--- config.mk ---
export PLATFORM = sky130hd
export DESIGN_NAME = pix_dither_top
export DESIGN_NICKNAME = d
export VERILOG_FILES = /design/src/rtl/dith_pkg.sv /design/src/rtl/dith_fcnt.sv /design/src/rtl/dith_thresh.sv /design/src/rtl/dith_chan.sv /design/src/rtl/pix_dither_top.sv
export SDC_FILE = /design/constraint.sdc
export NUM_CORES = 1
export LEC_CHECK = 0
export BUFFER_PORTS_ARGS = -buffer_cell sky130_fd_sc_hd__buf_4
export CAP_MARGIN = 10
export CELL_PAD_IN_SITES_DETAIL_PLACEMENT = 1
export CELL_PAD_IN_SITES_GLOBAL_PLACEMENT = 1
export CORE_ASPECT_RATIO = 0.8
export CORE_MARGIN = 10
export CORE_UTILIZATION = 40
export CTS_BUF_LIST = sky130_fd_sc_hd__clkbuf_2 sky130_fd_sc_hd__clkbuf_4 sky130_fd_sc_hd__clkbuf_8
export CTS_CLUSTER_SIZE = 8
export DETAILED_ROUTE_END_ITERATION = 8
export PLACE_DENSITY_LB_ADDON = 0.1
export SLEW_MARGIN = 25
export SYNTH_ARGS = -nofsm -noshare
export SYNTH_HDL_FRONTEND = slang
export SYNTH_HIERARCHICAL = 1
export SYNTH_SLANG_ARGS = --single-unit
--- constraint.sdc ---
create_clock -name clk -period 4.5 [get_ports clk]
set_clock_uncertainty 0.1 [all_clocks]
set_input_delay 0.45 -clock clk [delete_from_list [all_inputs] [get_ports clk]]
set_output_delay 0.45 -clock clk [all_outputs]
set_load 0.005 [all_outputs]
--- src/rtl/dith_pkg.sv ---
package dith_pkg;

  // Index of the three colour lanes inside packed per-pixel arrays.
  localparam int LANES = 3;

  // Ordered 4x4 threshold. Bit-interleaved construction: the MSB comes
  // from the low bit of (col ^ row), then the low row bit, then the
  // high bit of (col ^ row), then the high row bit.
  function automatic logic [3:0] ordered_thr(input logic [1:0] col,
                                             input logic [1:0] row);
    logic [1:0] mix;
    mix = col ^ row;
    return {mix[0], row[0], mix[1], row[1]};
  endfunction

endpackage

--- src/rtl/dith_fcnt.sv ---
module dith_fcnt #(
  parameter int FC_W = 2
) (
  input  logic            clk,
  input  logic            rst_n,
  input  logic            step,
  output logic [FC_W-1:0] count
);

  always_ff @(posedge clk) begin
    if (!rst_n) begin
      count <= '0;
    end else if (step) begin
      count <= count + FC_W'(1);
    end
  end

endmodule

--- src/rtl/dith_thresh.sv ---
module dith_thresh #(
  parameter int FC_W = 2,
  parameter int TH_W = 4
) (
  input  logic [1:0]      x_lo,
  input  logic [1:0]      y_lo,
  input  logic [FC_W-1:0] frame,
  input  logic            temporal,
  output logic [TH_W-1:0] thr
);
  import dith_pkg::*;

  logic [1:0] off;
  logic [1:0] col;
  logic [1:0] row;

  always_comb begin
    off = temporal ? frame[1:0] : 2'd0;
    col = x_lo + off;
    row = y_lo + off;
    thr = TH_W'(ordered_thr(col, row));
  end

endmodule

--- src/rtl/dith_chan.sv ---
module dith_chan #(
  parameter int IN_W  = 10,
  parameter int OUT_W = 8,
  parameter int TH_W  = 4,
  parameter int SEL_W = 2
) (
  input  logic [IN_W-1:0]  code,
  input  logic [SEL_W-1:0] depth_sel,
  input  logic             enable,
  input  logic [TH_W-1:0]  thr,
  output logic [OUT_W-1:0] result
);
  localparam int NVAR  = 1 << SEL_W;
  localparam int MIN_D = OUT_W - NVAR + 1;

  logic [NVAR-1:0][OUT_W-1:0] cand;

  genvar g;
  generate
    for (g = 0; g < NVAR; g++) begin : g_var
      localparam int D = MIN_D + g;
      localparam int K = IN_W - D;
      logic [D-1:0]    kept;
      logic [K-1:0]    frac;
      logic [TH_W-1:0] frac_n;
      logic            bump;
      logic [D-1:0]    sum;

      assign kept = code[IN_W-1:K];
      assign frac = code[K-1:0];

      if (K >= TH_W) begin : g_wide
        assign frac_n = frac[K-1 -: TH_W];
      end else begin : g_narrow
        assign frac_n = {frac, {(TH_W-K){1'b0}}};
      end

      always_comb begin
        bump = enable && (frac_n > thr) && (kept != {D{1'b1}});
        sum  = kept + D'(bump);
        cand[g] = OUT_W'(sum) << (OUT_W - D);
      end
    end
  endgenerate

  assign result = cand[depth_sel];

endmodule

--- src/rtl/pix_dither_top.sv ---
module pix_dither_top #(
  parameter int IN_W  = 10,
  parameter int OUT_W = 8,
  parameter int XY_W  = 12,
  parameter int SEL_W = 2,
  parameter int FC_W  = 2,
  parameter int TH_W  = 4
) (
  input  logic             clk,
  input  logic             rst_n,
  input  logic             cfg_temporal,
  input  logic [SEL_W-1:0] cfg_depth_r,
  input  logic [SEL_W-1:0] cfg_depth_g,
  input  logic [SEL_W-1:0] cfg_depth_b,
  input  logic             frame_start,
  input  logic             in_valid,
  output logic             in_ready,
  input  logic [IN_W-1:0]  in_r,
  input  logic [IN_W-1:0]  in_g,
  input  logic [IN_W-1:0]  in_b,
  input  logic             in_alpha,
  input  logic [XY_W-1:0]  in_x,
  input  logic [XY_W-1:0]  in_y,
  output logic             out_valid,
  input  logic             out_ready,
  output logic [OUT_W-1:0] out_r,
  output logic [OUT_W-1:0] out_g,
  output logic [OUT_W-1:0] out_b
);
  import dith_pkg::*;

  logic [FC_W-1:0] fc_q;
  logic [TH_W-1:0] thr;
  logic            accept;

  logic [LANES-1:0][IN_W-1:0]  lane_in;
  logic [LANES-1:0][SEL_W-1:0] lane_sel;
  logic [LANES-1:0][OUT_W-1:0] lane_res;
  logic [LANES-1:0][OUT_W-1:0] lane_q;

  assign lane_in  = {in_b, in_g, in_r};
  assign lane_sel = {cfg_depth_b, cfg_depth_g, cfg_depth_r};

  dith_fcnt #(.FC_W(FC_W)) u_fcnt (
    .clk   (clk),
    .rst_n (rst_n),
    .step  (frame_start),
    .count (fc_q)
  );

  dith_thresh #(.FC_W(FC_W), .TH_W(TH_W)) u_thr (
    .x_lo     (in_x[1:0]),
    .y_lo     (in_y[1:0]),
    .frame    (fc_q),
    .temporal (cfg_temporal),
    .thr      (thr)
  );

  genvar ch;
  generate
    for (ch = 0; ch < LANES; ch++) begin : g_lane
      dith_chan #(
        .IN_W(IN_W), .OUT_W(OUT_W), .TH_W(TH_W), .SEL_W(SEL_W)
      ) u_chan (
        .code      (lane_in[ch]),
        .depth_sel (lane_sel[ch]),
        .enable    (in_alpha),
        .thr       (thr),
        .result    (lane_res[ch])
      );
    end
  endgenerate

  assign in_ready = !out_valid || out_ready;
  assign accept   = in_valid && in_ready;

  always_ff @(posedge clk) begin
    if (!rst_n) begin
      out_valid <= 1'b0;
    end else if (in_ready) begin
      out_valid <= in_valid;
    end
  end

  always_ff @(posedge clk) begin
    if (!rst_n) begin
      lane_q <= '0;
    end else if (accept) begin
      lane_q <= lane_res;
    end
  end

  assign out_r = lane_q[0];
  assign out_g = lane_q[1];
  assign out_b = lane_q[2];

endmodule

[Word-level counts from Yosys, hierarchy flattened]
Index checks and enable logic that the tools add are counted.
Word-level totals
  flip-flop bits (word level): 27
  input port bits: 67
  output and inout port bits: 26
  word-level logic and storage cells: 82
Operators by class
  add/subtract/negate cells: 15
  magnitude comparators: 15
  eq/ne operators: 12
  mux-type cells: 7
  bitwise logic cells: 1
  reduce and logical (&&, ||, !) cells: 27
Operators by type and width (number)
  8-bit binary-select mux with 2-bit select: 3
  4-bit greater-than comparator: 12
  1-bit logical AND: 25
  8-bit by 1-bit adder with 8-bit output: 3
  8-bit two-way mux: 3
  8-bit != test, second input constant: 3
  7-bit by 1-bit adder with 7-bit output: 3
  7-bit != test, second input constant: 3
  6-bit by 1-bit adder with 6-bit output: 3
  6-bit != test, second input constant: 3
  5-bit by 1-bit adder with 5-bit output: 3
  5-bit != test, second input constant: 3
  2-bit by 3-bit < comparator with 1-bit output, second input constant: 3
  2-bit adder: 2
  2-bit by 1-bit adder with 2-bit output, second input constant: 1
  2-bit two-way mux: 1
  2-bit XOR: 1
  1-bit logical NOT: 1
  1-bit logical OR: 1

[Longest topological paths before layout]
  word-level depth: 9
  mapped depth: 18
  depth with buffers taken out: 18

[Hierarchy]
Netlist, hierarchy kept.
Modules (own cells, without submodules)
  dith_chan: times used 3, cells an instance 93, area each 721.9 um^2, seq. area each 0.0 um^2
  pix_dither_top: times used 1, cells an instance 109, area each 1028.5 um^2, seq. area each 500.5 um^2
  dith_thresh: times used 1, cells an instance 8, area each 83.8 um^2, seq. area each 0.0 um^2
  dith_fcnt: times used 1, cells an instance 8, area each 78.8 um^2, seq. area each 40.0 um^2

[Least setup slack after synthesis]
Ideal clock, no wire load.
  path type: in2reg
  start point: in cfg_temporal
  end point: reg lane_q (netlist bit out_b[7])
  library setup time: 0.072 ns
  data arrival time: 3.293 ns
  required time: 4.328 ns
  setup slack: 1.035 ns
  cell stages on the path: 18
  buffers on the path: 0
  cells stage by stage: and2_1 -> ha_1 -> xor2_2 -> xnor3_1 -> inv_1 -> ha_1 -> nor2b_1 -> o21a_1 -> o21ai_0 -> a21oi_1 -> ha_1 -> ha_1 -> and2b_1 -> a31oi_2 -> o32a_1 -> xnor2_1 -> nand2_1 -> mux2i_1
RTL lines
  start: declaration: line pix_dither_top.sv:11  | input logic cfg_temporal,
  end signal: assignment: line pix_dither_top.sv:89  | lane_q <= lane_res;
  end: declaration: line pix_dither_top.sv:39  | logic [LANES-1:0][OUT_W-1:0] lane_q;

==> results.py <==
metrics = {
    "outcome": {
        "status": "finished, final reports clean",
    },
    "sta": {
        "worst_slack_ns": 0.656,
        "drv_slew": 0,
        "whs_ns": 0.348,
        "fmax_ghz": 0.260,
        "setup_violations": 0,
        "relSlewSlack_pct": 65.6,
        "setup_tns_ns": 0,
        "hold_viol_final": 0,
        "layout_min_cycle_time_ns": 3.84,
        "period_share_pct": 85.4,
        "rsz0062_at_grt": "false",
        "worst_slew_pin_slew_ns": 0.516,
    },
    "placement": {
        "dp_cells": 571,
        "post-dp-hpwl_um": 7930,
        "portBuffers": 72,
        "gp_congestion": 0.896,
        "dp_slack_ns": 0.463,
    },
    "floorplanning": {
        "dieArea_sq_mm": 0.0125,
        "num_io_pins": 93,
        "die_y_um": 102,
        "coreArea_sq_mm": 0.00806,
        "start_util_pct": 41.7,
        "num_rows": 29,
        "die_x_um": 122,
    },
    "power": {
        "finalPower_mw": 0.787,
        "peakVddDrop_v": 0.000119,
        "power_per_cell_area_mw_per_mm2": 199,
        "p_leak_nw": 1.92,
    },
    "clock_tree": {
        "clk_pin_slew_ns": 0.10,
        "cts-root-buf": "clkbuf_8",
        "clk_path_buf_depth": 2,
        "cts_hold_buf": 0,
        "h-tree-depth": 1,
        "cts.repair.resized": 0,
        "cts_sinks": 27,
        "cts_tree": "built",
        "cts_setup_buffers": 0,
        "worstSkewPairLatency_ns": 0.27,
        "cts_buffers": 3,
    },
    "global_route": {
        "use_met3_pct": 2.31,
        "overflow": 0,
        "antenna_found_initial": 0,
        "gr-usage-met1_pct": 19.9,
        "grt_pass1_vias": 3190,
        "grtUsageMet2_pct": 23.3,
        "busiest_layer": "met2",
        "grt_pass1_wl_um": 15200,
        "grt_max_degree": 53,
        "grt_usage_pct": 14.4,
    },
    "worst_hold_path": {
        "min_to": "out_valid",
        "min-delay-start": "in_valid",
        "hold_path_depth": 3,
        "holdCritPathClass": "in2reg",
    },
    "routing": {
        "drt_iter0_drc": 72,
        "post-route-drc-count": 0,
        "drt_wl_total_um": 9220,
        "firstDrtPassIters": 4,
        "route.vias.total": 2979,
        "drtAntennaViolNets": 0,
        "viasPerCell": 5.18,
        "wl_per_cell_um": 16.0,
    },
    "critical_path": {
        "cp-start-kind": "register",
        "crit_required_ns": 4.59,
        "worstPathArrival_ns": 3.93,
        "rrSetupSlack_ns": 0.66,
        "rr_worst_depth": 18,
        "path_class": "reg2reg",
        "r2r_start": "u_fcnt/count[0]",
        "crit_path_end_kind": "register",
        "critPathMaxFanout": 6,
        "r2r-end": "out_g[7]",
    },
    "synthesis": {
        "async_reset_ff_share_pct": 0,
        "ys_types": 39,
        "yosysWarnings": 6,
        "synth.cell_area_sq_mm": 0.00336,
        "ys_seq_elements": 27,
        "syn_avg_cell_area_sq_um": 8.31,
        "ys.flop_type": "dfxtp_1",
        "synth_edf_count": 0,
        "syn-num-nets": 535,
        "syn_inst": 404,
        "ys_seq_area_share_pct": 16.1,
    },
    "finish": {
        "layout-drive-gt1-share_pct": 19.1,
        "mostFrequentLayoutCells": "73 x buf_4, 69 x nand2_1, 64 x ha_1",
        "final_cells": 575,
        "diodes": 0,
        "layout_commonest_cell": "buf_4",
        "nets": 599,
        "area_growth_pct": 18.0,
    },
    "flow_run": {
        "cap_viol_max_count": 0,
    },
}
-- routing by layer --
metal	vias up	part of all wire, %
met5	-	0
met4	0	0.64
met3	4	3.5
met2	46	43
met1	1370	52
li1	1559	-
-- final cells by class --
cell class	instances	area (sq um)
timing repair buffer	73	548
clock buffer	4	48.8
tap	108	135
fill	1006	4090
inverter	25	93.8
sequential	27	541
multi-input combinational	338	2600
-- worst max-delay path, cell delays in order (launching register included) --
cell     delay (ns)
dfxtp_1        0.37
and2_1         0.17
ha_1           0.21
xor2_2         0.22
xnor3_1        0.44
inv_1          0.16
ha_1           0.26
nor2b_1        0.14
o21a_1         0.16
o21ai_0        0.16
a21oi_1        0.10
ha_1           0.20
ha_1           0.18
and2b_1        0.16
a31oi_2        0.17
o32a_1         0.18
xnor2_1        0.14
nand2_1        0.09
mux2i_1        0.16
-- cells in the mapped netlist, types with 2 or more instances --
library cell   n  area share, %
nand2_1       69            7.7
ha_1          64             24
mux2i_1       34             10
dfxtp_1       27             16
inv_1         25            2.8
a21oi_1       21            3.1
xnor2_1       16            4.2
nor2b_1       15            2.8
nand3_1       13            1.9
nor2_1        12            1.3
o21ai_0        9            1.3
xor2_1         8            2.1
clkbuf_1       7           0.78
a211oi_1       6            1.3
a31oi_1        6            1.1
and2b_1        6            1.3
nand4_1        6            1.1
o211ai_1       6            1.3
o21a_1         6            1.3
and2_1         5           0.93
and2_4         4            1.0
a31oi_2        3            1.1
a41oi_1        3           0.78
and3_1         3           0.56
clkbuf_8       3            1.2
nand4b_1       3           0.78
nor3b_2        3            1.1
o22ai_1        3           0.56
o32a_1         3           0.89
o32ai_1        3           0.78
or2b_1         3           0.67
buf_12         2            1.2
-- state kept, by name, summed over array words and instances (netlist names) --
| name | cells |
|---|---|
| out_b | 8 |
| out_r | 8 |
| out_g | 8 |
| out_valid | 1 |
| u_fcnt/count | 2 |
-- logic make-up after synthesis --
logic type | Yosys count | synth area share [%]
AOI/OAI and AO/OA | 70 | 14.0
buffers and inverters | 39 | 6.56
xor gates and xnor gates | 26 | 7.42
DFF | 27 | 16.1
adders and majority gates | 64 | 23.9
muxes | 34 | 10.1
and+or+nand+nor | 144 | 22.0
-- worst max-delay path by stage --
stage                         start  endpoint  slack (ns)  depth (start not counted)
floorplan              cfg_temporal  out_b[7]        1.04                         18
global placement       cfg_temporal  out_g[7]        0.59                         19
detailed placement     cfg_temporal  out_g[7]        0.46                         19
CTS                 u_fcnt/count[0]  out_g[7]        0.59                         18
global route        u_fcnt/count[0]  out_r[7]        0.39                         18
finish              u_fcnt/count[0]  out_g[7]        0.66                         18
-- power breakdown --
group	switching, mW	internal, mW	total (mW)	leakage, nW
clock	0.0723	0.0693	0.142	0.0262
combinational	0.200	0.179	0.379	1.67
sequential	0.0105	0.256	0.267	0.222
total	0.282	0.505	0.787	1.92
-- per-stage QoR --
| step | util [%] | area [sq um] |
|---|---|---|
| global placement | 48.6 | 3910 |
| global route | 49.2 | 3960 |
| finish | 49.2 | 3960 |
| detailed placement | 48.6 | 3910 |
| floorplan | - | 3360 |
| CTS | 49.2 | 3960 |
(Power assumes the default switching activity.)
